**src/rtl/nbr_link.sv**
```systemverilog
module nbr_link #(
  parameter int W = 8
) (
  input  logic         clk,
  input  logic         rst_n,
  input  logic         dir_sel,
  output logic         dir_now,
  input  logic         a_flow_req,
  input  logic [W-1:0] a_flow_data,
  output logic         a_flow_ack,
  input  logic         a_fetch_req,
  output logic         a_fetch_ack,
  output logic [W-1:0] a_fetch_data,
  input  logic         b_flow_req,
  input  logic [W-1:0] b_flow_data,
  output logic         b_flow_ack,
  input  logic         b_fetch_req,
  output logic         b_fetch_ack,
  output logic [W-1:0] b_fetch_data
);

  logic         full;
  logic         dir_q;
  logic [W-1:0] word_q;

  wire         snd_req  = dir_q ? b_flow_req  : a_flow_req;
  wire [W-1:0] snd_data = dir_q ? b_flow_data : a_flow_data;
  wire         rcv_req  = dir_q ? a_fetch_req : b_fetch_req;

  wire flow_acc   = snd_req && !full;
  wire fetch_done = rcv_req && full;

  assign a_flow_ack   = !dir_q && flow_acc;
  assign b_flow_ack   =  dir_q && flow_acc;
  assign a_fetch_ack  =  dir_q && fetch_done;
  assign b_fetch_ack  = !dir_q && fetch_done;
  assign a_fetch_data = word_q;
  assign b_fetch_data = word_q;
  assign dir_now      = dir_q;

  always_ff @(posedge clk or negedge rst_n) begin
    if (!rst_n) begin
      full   <= 1'b0;
      dir_q  <= 1'b0;
      word_q <= '0;
    end else begin
      if (flow_acc) begin
        word_q <= snd_data;
        full   <= 1'b1;
      end else if (fetch_done) begin
        full   <= 1'b0;
      end
      if (!full && !flow_acc) dir_q <= dir_sel;
    end
  end

  assert_reset_empty_R1: assert property (@(posedge clk)
    !rst_n |=> (!full && !dir_q));

  assert_fetch_needs_data_R3: assert property (@(posedge clk) disable iff (!rst_n)
    (a_fetch_ack || b_fetch_ack) |-> full);

  assert_fetch_empties_R3: assert property (@(posedge clk) disable iff (!rst_n)
    (a_fetch_ack || b_fetch_ack) |=> !full);

  assert_no_overwrite_R4: assert property (@(posedge clk) disable iff (!rst_n)
    (full && !(a_fetch_ack || b_fetch_ack)) |=> (full && $stable(word_q)));

  assert_no_passthru_R5: assert property (@(posedge clk) disable iff (!rst_n)
    (a_flow_ack || b_flow_ack) |-> !(a_fetch_ack || b_fetch_ack));

  assert_dir_held_R7: assert property (@(posedge clk) disable iff (!rst_n)
    full |=> $stable(dir_q));

  assert_dir_respected_R8: assert property (@(posedge clk) disable iff (!rst_n)
    $onehot0({a_flow_ack, b_flow_ack, a_fetch_ack, b_fetch_ack}) &&
    (a_flow_ack || b_fetch_ack) |-> !dir_q);

endmodule

```
**config.mk**
```make
export PLATFORM = sky130hd
export DESIGN_NAME = nbr_link
export DESIGN_NICKNAME = d
export VERILOG_FILES = /design/src/rtl/nbr_link.sv
export SDC_FILE = /design/constraint.sdc
export NUM_CORES = 1
export LEC_CHECK = 0
export BUFFER_PORTS_ARGS = -buffer_cell sky130_fd_sc_hd__clkbuf_2
export CAP_MARGIN = 10
export CELL_PAD_IN_SITES_DETAIL_PLACEMENT = 1
export CELL_PAD_IN_SITES_GLOBAL_PLACEMENT = 2
export CORE_MARGIN = 2
export CORE_UTILIZATION = 25
export DETAILED_ROUTE_END_ITERATION = 6
export MAX_ROUTING_LAYER = met4
export PLACE_DENSITY = 0.92
export SLEW_MARGIN = 25
export SYNTH_ARGS = -nofsm -noshare
export SYNTH_HDL_FRONTEND = slang
export SYNTH_SLANG_ARGS = --single-unit
```
**constraint.sdc**
```tcl
create_clock -name clk -period 2 [get_ports clk]
set_input_delay 0.3 -clock clk [delete_from_list [all_inputs] [get_ports clk]]
set_output_delay 0.3 -clock clk [all_outputs]
set_load 0.005 [all_outputs]
```
Yosys cells after proc, flatten, opt, wreduce, memory -nomap -nowiden
Cells that the tools add are included.
{ "totals": {"elab_cells": 19, "ff_bits": 10, "output_inout_bits": 21, "in_bits": 23} }
{ "classes": {"muxes": 5, "reduce_logical": 11} }
{ "ops": {"columns": ["operator", "count"], "rows": [
  ["8-bit two-way mux", 1],
  ["1-bit logical AND", 7],
  ["1-bit two-way mux", 4],
  ["1-bit logical NOT", 3],
  ["2-bit nonzero test", 1]
]} }

Longest topological paths before layout
Gate-level depths: netlist (run 1).
{ "depth": {"word_depth": 4, "depth_mapped": 4, "depth_no_buf": 3} }

Worst setup path after synthesis (run 1)
No wires, ideal clock.
{ "synth_path": {"kind": "flip-flop to flip-flop", "startpoint": "register dir_q, in the netlist dir_now", "endpoint": "register word_q[0], in the netlist a_fetch_data[0]", "period_less_slack_ns": 1.328, "path_buffers": 1, "t_arrival_ns": 1.203, "slack_ns": 0.672, "stages_incl_launch_ff": 5, "required_ns": 1.875, "setup_time_ns": 0.125, "path_cell_list": "dfrtp_1 buf_6 mux2i_4 nor2_8 mux2_4"} }
{ "synth_between": {"elab_chain_cells": 2, "elab_cells_between_ends": 3, "classes_between": "mux (2); reduce/logical (1)"} }
{ "synth_rtl": {"columns": ["item", "line", "text"], "rows": [
  ["start: declaration", "23", "logic dir_q;"],
  ["start signal: assignment", "53", "if (!full && !flow_acc) dir_q <= dir_sel;"],
  ["1-bit two-way mux", "26", "wire snd_req = dir_q ? b_flow_req : a_flow_req;"],
  ["1-bit logical AND", "30", "wire flow_acc = snd_req && !full;"],
  ["end signal: assignment", "48", "word_q <= snd_data;"],
  ["end: declaration", "24", "logic [W-1:0] word_q;"]
]} }
Parallel ways exist; a longest one is shown, timed or not.
A chain may end at the register's enable or synchronous reset.

Worst setup path after layout (run 1)
{ "layout_path": {"startpoint": "register dir_q, in the netlist dir_now", "endpoint": "output port a_flow_ack"} }
{ "layout_between": {"elab_chain_cells": 3, "elab_cells_between_ends": 4, "classes_between": "mux (1); reduce/logical (3)"} }
{ "layout_rtl": {"columns": ["item", "line", "text"], "rows": [
  ["1-bit two-way mux", "26", null],
  ["1-bit logical AND", "30", null],
  ["1-bit logical AND (*)", "33", "assign a_flow_ack = !dir_q && flow_acc;"],
  ["end: declaration", "10", "output logic a_flow_ack,"]
]} }
Every way passes the cells marked *; elsewhere a longest branch is shown, timed or not.

==> key figures, run 1 <==
Worst setup path
  • Crit path DAT: 1.38 ns
  • Critical-path maximum fanout: 10
  • FF-to-FF End: a_fetch_data[5]
  • Crit Path Class: reg -> out
  • Worst EP required: 1.70 ns
  • Crit path launch type: flip-flop
  • Crit. End Element: output port
  • End point of the critical path: a_flow_ack
  • FF-to-FF path depth: 3
  • Setup slack, reg-to-reg: 0.49 ns
  • CP startpoint: dir_now
  • RR Startpoint: dir_now

STA
  • Tcrit/Tclk final: 83.8%
  • Measured slew at the worst slew-check pin: 0.406 ns
  • Endpoints failing setup: 0
  • F_max: 0.596 GHz
  • Final setup margin: 0.323 ns
  • Final hold violation count: 0
  • Worst Skew: 0.00151 ns
  • Setup TNS: 0 ns
  • RSZ-0062 raised after global routing: false
  • Slew Limit Fails: 0
  • Slew margin rel.: 72.9%
  • Final min period: 1.68 ns

Power and ir drop
  • Sequential share of power: 34.9%
  • Pwr per Cell Area: 1440 mW/mm²
  • Sw Pwr: 0.000442 W
  • Worst vdd ir: 541 µV
  • P_leak: 0.475 nW
  • Internal: 0.000830 W
  • Clock power share: 14.3%
  • Logic pwr share: 50.8%
  • Overall Power: 0.00127 W
  • Sw Ratio: 34.7%

Route
  • Via count: 527
  • Final WL: 1.60 mm
  • Met3 wire length: 163 µm
  • DR pass1 iterations: 1
  • Highest routed layer: met3
  • Iter 0 DRT Violations: 0
  • Metal2 WL: 828 µm
  • WL met1: 609 µm
  • WL/cell: 13.3 µm
  • ANT nets after route: 0
  • Vias per cell: 4.39
  • Residual DRC count: 0

Floorplanning
  • Row count: 18
  • Die height: 55.7 µm
  • Starting density of the core: 26.7%
  • Die width: 55.7 µm
  • IO Pins: 44
  • Die area: 0.00310 mm²
  • Placeable Area: 0.00250 mm²

Place
  • Pre-CTS setup slack: 0.479 ns
  • Global placer's final weighted congestion: 0.742
  • DP HPWL: 1.33 mm
  • Placed Instance Area: 840 µm²
  • Port Buf Inserts: 43

CTS
  • Clock root cell: clkbuf_4
  • H-tree levels: 1
  • Clock Sink Count: 10
  • Clk buf depth: 2
  • Clock latency on the worst-skew pair: 0.26 ns
  • Clk pin slew, worst setup/hold paths: 0.07 ns
  • CTS buffer count: 3
  • CTS tree: built
  • Post-CTS Resized: 0

Finish
  • Nets: 114
  • Share of cells above drive strength 1: 73.3%
  • Finished layout cell area: 886 µm²
  • Register area: 250 µm²
  • Footprint of the multi-input gates: 329 µm²
  • Fill count: 296
  • Ant diodes: 0
  • Area grow syn2layout: 32.8%

Synthesis
  • Async set-reset flop share out of synthesis: 100%
  • Synth top area cells: dfrtp_1 38%, mux2_4 23%, mux2_2 10%, buf_4 9.0%, buf_6 3.4%
  • EDFF count, synth: 0
  • Post-synthesis cell count: 52
  • Synth top area share: 37.5%
  • Leading area contributor after synthesis: dfrtp_1
  • Unique cell type count in the Yosys netlist: 16
  • Post-Synthesis Cell Area: 667 µm²
  • Mapped Avg Cell Area: 12.8 µm²
  • Dominant synthesized flop cell: dfrtp_1
  • Synth warn: 0
  • Top cells by count, synth: 10 x dfrtp_1, 10 x mux2_4, 8 x buf_4
  • Post-synthesis adder-cell area fraction: 0%
  • Compound-Gate Fraction of Synth Area: 4.13%
  • XOR/XNOR Fraction of Synth Area: 0%
  • Largest family of logic cells by synthesized area: multiplexers
  • Mapped Nets: 75
  • Seq/Total Area, Yosys: 37.5%
  • Number of synthesized register bits: 10
  • Simple-gate share of the synthesized area: 9.19%
  • Multiplexer area fraction after synthesis: 36.0%

Global route
  • GRT Total Usage: 11.0%
  • Gr ovfl total: 0
  • Pin count of the biggest net entering global routing: 11
  • Vias in the first global route: 559
  • First-pass GRT wire length: 2.59 mm
  • Initial antenna violation count: 0

Outcome
  • Outcome: completed

Flow run
  • Max-cap violations: 0

Hold path
  • Worst Hold Class: in -> reg
## cells by family after synthesis
group           Yosys count
flops                    10
buf+inv                  11
simple gates              9
mux                      17
compound gates            5
## power by group through the flow
stage | Combinational (W) | Sequential [W] | Clock (W)
after floorplan | 0.000584 | 0.000384 | 0
after global placement | 0.000634 | 0.000442 | 0
after detailed placement | 0.000656 | 0.000452 | 0
after CTS | 0.000662 | 0.000449 | 0.000190
after global routing | 0.000702 | 0.000468 | 0.000199
final | 0.000646 | 0.000444 | 0.000182
## sequential cells by signal, indices dropped and copies added (netlist names)
name          flops
a_fetch_data      8
dir_now           1
full              1
## area by class of cell
type,instances,share of cell area [%]
sequential,10,28.2
timing repair buffer,45,26.3
clock buffer,4,4.10
multi-input combinational,31,37.1
tap,30,4.24
## layer usage
layer / up-vias / global-route usage, %
met5: - / -
met4: 0 / 4.18
met3: 0 / 2.56
met2: 29 / 19.2
met1: 248 / 12.2
li1: 250 / -
## through the flow
step | utilization (%) | std cells | hold slack [ns]
final | 35.4 | 120 | 0.261
after global routing | 35.4 | 120 | 0.276
after CTS | 35.4 | 120 | 0.256
after detailed placement | 33.6 | 115 | 0.186
after global placement | 33.6 | 115 | 0.175
after floorplan | - | 52 | 0.00441
## cells in the final DEF, fill, tap and decap left out, drive strengths merged
master and n:
dfrtp 10, o21ai 4, and3b 1, mux2i 1, nor3b 1, nand2 3
mux2 16, o211ai 1, buf 1, nor2 3, and3 1, dlygate4sd3 1
clkbuf 47
## timing repair
| item | in CTS | in global routing |
|---|---|---|
| endpoints found under the hold margin | 10 | 0 |
| hold buffers | 1 | 0 |
| setup endpoints to repair | 0 | 0 |
| setup buffers | 0 | 0 |
## worst max-delay path, cell delays in order (launching register included)
cell	delay, ns
dfrtp_1	0.52
buf_4	0.24
nor3b_1	0.20
clkbuf_2	0.14
## how the worst min path moves through the flow
stage / startpoint / to / depth (start not counted)
after global placement: rst_n / a_fetch_data[3] / 1
after CTS: dir_sel / dir_now / 3
after detailed placement: rst_n / a_fetch_data[2] / 1
after global routing: dir_sel / dir_now / 3
final: dir_sel / dir_now / 3
after floorplan: rst_n / a_fetch_data[0] / 0
No activity file was read; power rests on OpenSTA's default activity.
==> run 2: changes to the inputs <==
--- a/config.mk
+++ b/config.mk
@@ -10,10 +10,10 @@
 export CELL_PAD_IN_SITES_DETAIL_PLACEMENT = 1
 export CELL_PAD_IN_SITES_GLOBAL_PLACEMENT = 2
 export CORE_MARGIN = 2
-export CORE_UTILIZATION = 25
+export CORE_UTILIZATION = 21
 export DETAILED_ROUTE_END_ITERATION = 6
 export MAX_ROUTING_LAYER = met4
-export PLACE_DENSITY = 0.92
+export PLACE_DENSITY = 0.83
 export SLEW_MARGIN = 25
 export SYNTH_ARGS = -nofsm -noshare
 export SYNTH_HDL_FRONTEND = slang
==> constraint.sdc (replaced) <==
create_clock -name clk -period 1.4 [get_ports clk]
set_input_delay 0.21 -clock clk [delete_from_list [all_inputs] [get_ports clk]]
set_output_delay 0.21 -clock clk [all_outputs]
set_load 0.005 [all_outputs]
==> key figures, run 2 (synthesized netlist as in run 1, its figures left out) <==
Outcome
  • Outcome: completed

Finish
  • Nets: 120
  • Area grow syn2layout: 46.0%
  • Max FFs per register: 8
  • Commonest non-fill, non-tap cell in the layout: clkbuf_2
  • Fill count: 354
  • Share of cells above drive strength 1: 78.1%
  • Leading cell types in the layout, fill and taps excluded: 42 x clkbuf_2, 10 x mux2_4, 8 x dfrtp_1
  • Register area: 253 µm²
  • Finished layout cell area: 973 µm²
  • Post-Layout Cell Count: 140
  • Footprint of the multi-input gates: 334 µm²
  • Ant diodes: 0

Worst setup path
  • FF-to-FF path depth: 3
  • Slowest cell delay on critical path: 0.46 ns
  • Setup slack, reg-to-reg: 0.07 ns
  • Crit. End Element: output port
  • Buf+Inv Stages, Crit Path: 2
  • Critical-path maximum fanout: 5
  • Worst EP required: 1.19 ns
  • Worst-path cell chain: buf_6 -> and3b_1 -> clkbuf_2
  • RR Startpoint: dir_now
  • Crit path max-delay family: flip-flops
  • Slowest CP cell: dfrtp_2
  • Crit Path Class: reg -> out
  • Crit path DAT: 1.14 ns
  • FF-to-FF End: a_fetch_data[5]
  • Crit path launch type: flip-flop

STA
  • Measured slew at the worst slew-check pin: 0.274 ns
  • Tcrit/Tclk final: 96.6%
  • Final hold violation count: 0
  • Final min period: 1.35 ns
  • Worst Skew: 0.00129 ns
  • RSZ-0062 raised after global routing: true
  • Endpoints failing setup: 0
  • Slew Limit Fails: 0
  • Slew margin rel.: 81.8%
  • F_max: 0.740 GHz

Power and ir drop
  • Internal: 0.00133 W
  • Sw Ratio: 33.3%
  • Worst vdd ir: 684 µV
  • Logic pwr share: 56.9%
  • P_leak: 0.510 nW
  • Pwr per Cell Area: 2050 mW/mm²
  • Sw Pwr: 0.000665 W
  • Sequential share of power: 30.2%
  • Clock power share: 12.9%

Floorplanning
  • Placeable Area: 0.00303 mm²
  • IO Pins: 44
  • Row count: 20
  • Starting density of the core: 22.0%
  • Die height: 60.4 µm
  • Die area: 0.00364 mm²
  • Die width: 60.4 µm

Route
  • Residual DRC count: 0
  • WL/cell: 11.9 µm
  • ANT nets after route: 0
  • Final WL: 1.66 mm
  • Iter 0 DRT Violations: 5
  • Vias per cell: 3.88
  • DR pass1 iterations: 3
  • Via count: 543

Hold path
  • Worst Hold Class: in -> reg
  • Worst hold path endpoint: dir_now
  • WHS Path Cells: 3
  • Min-delay src: dir_sel

Global route
  • GRT Total Usage: 10.3%
  • First-pass GRT wire length: 2.62 mm
  • Gr ovfl total: 0
  • Initial antenna violation count: 0
  • Pin count of the biggest net entering global routing: 11
  • Vias in the first global route: 590

CTS
  • CTS buffer count: 3
  • H-tree levels: 1
  • Clk pin slew, worst setup/hold paths: 0.07 ns
  • Clock root cell: clkbuf_4
  • Clock latency on the worst-skew pair: 0.26 ns
  • CTS tree: built
  • Clock Sink Count: 10
  • Clk buf depth: 2

Place
  • Cell count after placement: 131
  • DP HPWL: 1.30 mm
  • Port Buf Inserts: 43
  • Global placer's final weighted congestion: 0.660
  • Placed Instance Area: 872 µm²

Flow run
  • Max-cap violations: 0
-- run 2: cell types whose count changed in the layout (fill, tap and decap cells not counted), sizes merged --
cell,delta
clkbuf,-1
buf,+7
-- run 2: worst max-delay path by stage --
stage	slack, ns	start	end	cells after the start
CTS	0.01	dir_now	a_flow_ack	3
floorplan	0.07	dir_now	a_fetch_data[0]	4
global route	-0.03	dir_now	b_flow_ack	3
finish	0.05	dir_now	b_flow_ack	3
global placement	0.08	dir_now	a_fetch_data[1]	3
detailed placement	0.03	dir_now	a_fetch_data[5]	3
-- run 2: stage by stage --
step / worst slack, ns / power [W] / TNS (ns) / utilization (%) / hold WS [ns]
after global placement: 0.0788 / 0.00158 / 0 / 28.8 / 0.0933
after CTS: 0.0124 / 0.00193 / 0 / 31.0 / 0.151
final: 0.0478 / 0.00200 / 0 / 32.1 / 0.165
after floorplan: 0.0722 / 0.00138 / 0 / - / -0.0856
after global routing: -0.0338 / 0.00218 / -0.0906 / 32.1 / 0.164
after detailed placement: 0.0341 / 0.00162 / 0 / 28.8 / 0.103
-- run 2: final cells by class --
class                           count  share of cell area, %
Timing Repair Buffer               51                   30.3
Tap cell                           44                   5.66
Multi-Input combinational cell     31                   34.3
Clock buffer                        4                   3.73
Sequential cell                    10                   26.0
-- run 2: power groups by stage --
| stage | Sequential [W] | Combinational (W) | Clock (W) |
|---|---|---|---|
| after global routing | 0.000636 | 0.00124 | 0.000300 |
| after CTS | 0.000624 | 0.00103 | 0.000277 |
| final | 0.000604 | 0.00114 | 0.000257 |
| after global placement | 0.000608 | 0.000975 | 0 |
| after detailed placement | 0.000625 | 0.000991 | 0 |
| after floorplan | 0.000548 | 0.000834 | 0 |
-- run 2: routing by layer --
| layer | up-vias | global-route usage (%) | share of wire, % |
|---|---|---|---|
| li1 | 263 | - | - |
| met1 | 249 | 11.7 | 40 |
| met2 | 31 | 17.2 | 51 |
| met3 | 0 | 3.41 | 9.0 |
| met4 | 0 | 2.86 | 0 |
| met5 | - | - | 0 |
-- run 2: worst reg2reg max path: stages, from the launching register on --
cell,delay (ns)
dfrtp_2,0.46
mux2i_4,0.22
nor2_8,0.21
mux2_4,0.33
-- run 2: timing repair --
item                                   in CTS  in global routing
resized for setup                           4                  2
pin swaps                                   0                  1
endpoints found under the hold margin      10                  0
setup buffers                               1                  3
gates cloned                                0                  1
hold buffers                                1                  0
setup endpoints to repair                   4                  7
==> run 3: changes to the inputs <==
--- a/config.mk
+++ b/config.mk
@@ -5,7 +5,7 @@
 export SDC_FILE = /design/constraint.sdc
 export NUM_CORES = 1
 export LEC_CHECK = 0
-export BUFFER_PORTS_ARGS = -buffer_cell sky130_fd_sc_hd__clkbuf_2
+export BUFFER_PORTS_ARGS = -buffer_cell sky130_fd_sc_hd__buf_2
 export CAP_MARGIN = 10
 export CELL_PAD_IN_SITES_DETAIL_PLACEMENT = 1
 export CELL_PAD_IN_SITES_GLOBAL_PLACEMENT = 2
==> key figures, run 3 (synthesized netlist as in run 1, its figures left out) <==
Outcome
  • Outcome: completed

Power and ir drop
  • Pwr per Cell Area: 2010 mW/mm²
  • Overall Power: 0.00186 W
  • Worst vdd ir: 503 µV
  • P_leak: 0.481 nW

Worst setup path
  • Setup slack, reg-to-reg: 0.03 ns
  • Crit Path Class: reg -> reg
  • Slowest CP cell: dfrtp_1
  • Slowest cell delay on critical path: 0.40 ns
  • Worst EP required: 1.55 ns
  • Worst-path cell chain: buf_6 -> mux2i_4 -> nor2_8 -> mux2_4
  • Crit. End Element: flip-flop
  • Crit path launch type: flip-flop
  • Crit path DAT: 1.51 ns
  • Buf+Inv Stages, Crit Path: 1
  • Critical-path maximum fanout: 8
  • Crit path max-delay family: multiplexers

Global route
  • Global Route met3 Usage: 4.48%
  • First-pass GRT wire length: 2.46 mm
  • GRT Total Usage: 9.62%
  • Met1 Use GR: 11.2%
  • Gr ovfl total: 0
  • GR peak layer: met2
  • Initial antenna violation count: 0
  • Pin count of the biggest net entering global routing: 12
  • Vias in the first global route: 543
  • Global Route met2 Usage: 16.1%

STA
  • Final min period: 1.37 ns
  • Final hold violation count: 0
  • Endpoints failing setup: 0
  • Measured slew at the worst slew-check pin: 0.222 ns
  • Slew Limit Fails: 0
  • RSZ-0062 raised after global routing: true
  • Slew margin rel.: 84.9%
  • Worst hold slack: 0.166 ns
  • Setup TNS: 0 ns
  • Worst Skew: 0.00143 ns
  • Tcrit/Tclk final: 97.7%
  • F_max: 0.731 GHz

Finish
  • Max FFs per register: 8
  • Share of cells above drive strength 1: 76.1%
  • Finished layout cell area: 928 µm²
  • Leading cell types in the layout, fill and taps excluded: 43 x buf_2, 10 x mux2_4, 9 x dfrtp_1
  • Ant diodes: 0
  • Fill count: 362
  • Fin util: 30.7%
  • Area grow syn2layout: 39.2%
  • Nets: 116
  • Commonest non-fill, non-tap cell in the layout: buf_2

CTS
  • Clock Sink Count: 10
  • Clock root cell: clkbuf_4
  • Clk pin slew, worst setup/hold paths: 0.07 ns
  • Clk buf depth: 2
  • H-tree levels: 1
  • Clock latency on the worst-skew pair: 0.26 ns
  • CTS tree: built
  • CTS buffer count: 3

Route
  • ANT nets after route: 0
  • Via count: 530
  • Final WL: 1.56 mm
  • Iter 0 DRT Violations: 1
  • Residual DRC count: 0
  • Vias per cell: 3.90
  • WL/cell: 11.5 µm
  • DR pass1 iterations: 2

Floorplanning
  • Starting density of the core: 22.0%
  • Die width: 60.4 µm
  • Die area: 0.00364 mm²
  • IO Pins: 44
  • Die height: 60.4 µm
  • Placeable Area: 0.00303 mm²
  • Row count: 20

Place
  • Placed Instance Area: 865 µm²
  • Global placer's final weighted congestion: 0.659
  • Port Buf Inserts: 43

Hold path
  • Worst Hold Class: in -> reg

Flow run
  • Max-cap violations: 0
run 3: timing repair:
item / 4_1_cts / 5_1_grt
setup endpoints to repair: 3 / 11
resized for setup: 2 / 1
setup buffers: 1 / 0
hold buffers: 1 / 0
hold endpoints to repair: 10 / 0
run 3: worst paths after layout:
path,from,end,depth (start not counted)
max in group asynchronous,rst_n,full,2
max reg2reg,dir_now,a_fetch_data[1],4
min,dir_sel,dir_now,3
min reg2reg,a_fetch_data[2],a_fetch_data[2],1
min in group asynchronous,rst_n,a_fetch_data[7],2
max,dir_now,a_fetch_data[1],4
run 3: stage by stage:
step           cells  setup WS, ns
2_1_floorplan     52        0.0722
3_3_place_gp     130        0.0947
3_5_place_dp     130        0.0573
4_1_cts          136      -0.00112
5_1_grt          136       -0.0377
6_report         136        0.0317
run 3: cell type report:
type | instances | area (µm²) | share of cell area, %
multi-input cells | 31 | 334 | 36.0
flip-flops and latches | 10 | 251 | 27.1
repair buffers | 47 | 251 | 27.1
well taps | 44 | 55.1 | 5.93
clock buffers | 4 | 36.3 | 3.91
run 3: metal layers:
| metal | wire length, µm | part of all wire [%] |
|---|---|---|
| met1 | 624 | 40 |
| met3 | 162 | 10 |
| met4 | 0 | 0 |
| met5 | 0 | 0 |
| met2 | 773 | 50 |
run 3: worst register-to-register path, stage by stage (launching register included):
cell,delay [ns]
dfrtp_1,0.40
buf_6,0.13
mux2i_4,0.19
nor2_8,0.20
mux2_4,0.33
run 3: power by group:
part | internal, W | switching (W) | total [W]
clock | 0.000158 | 0.000100 | 0.000258
sequential | 0.000441 | 0.000157 | 0.000599
combinational | 0.000633 | 0.000372 | 0.00100
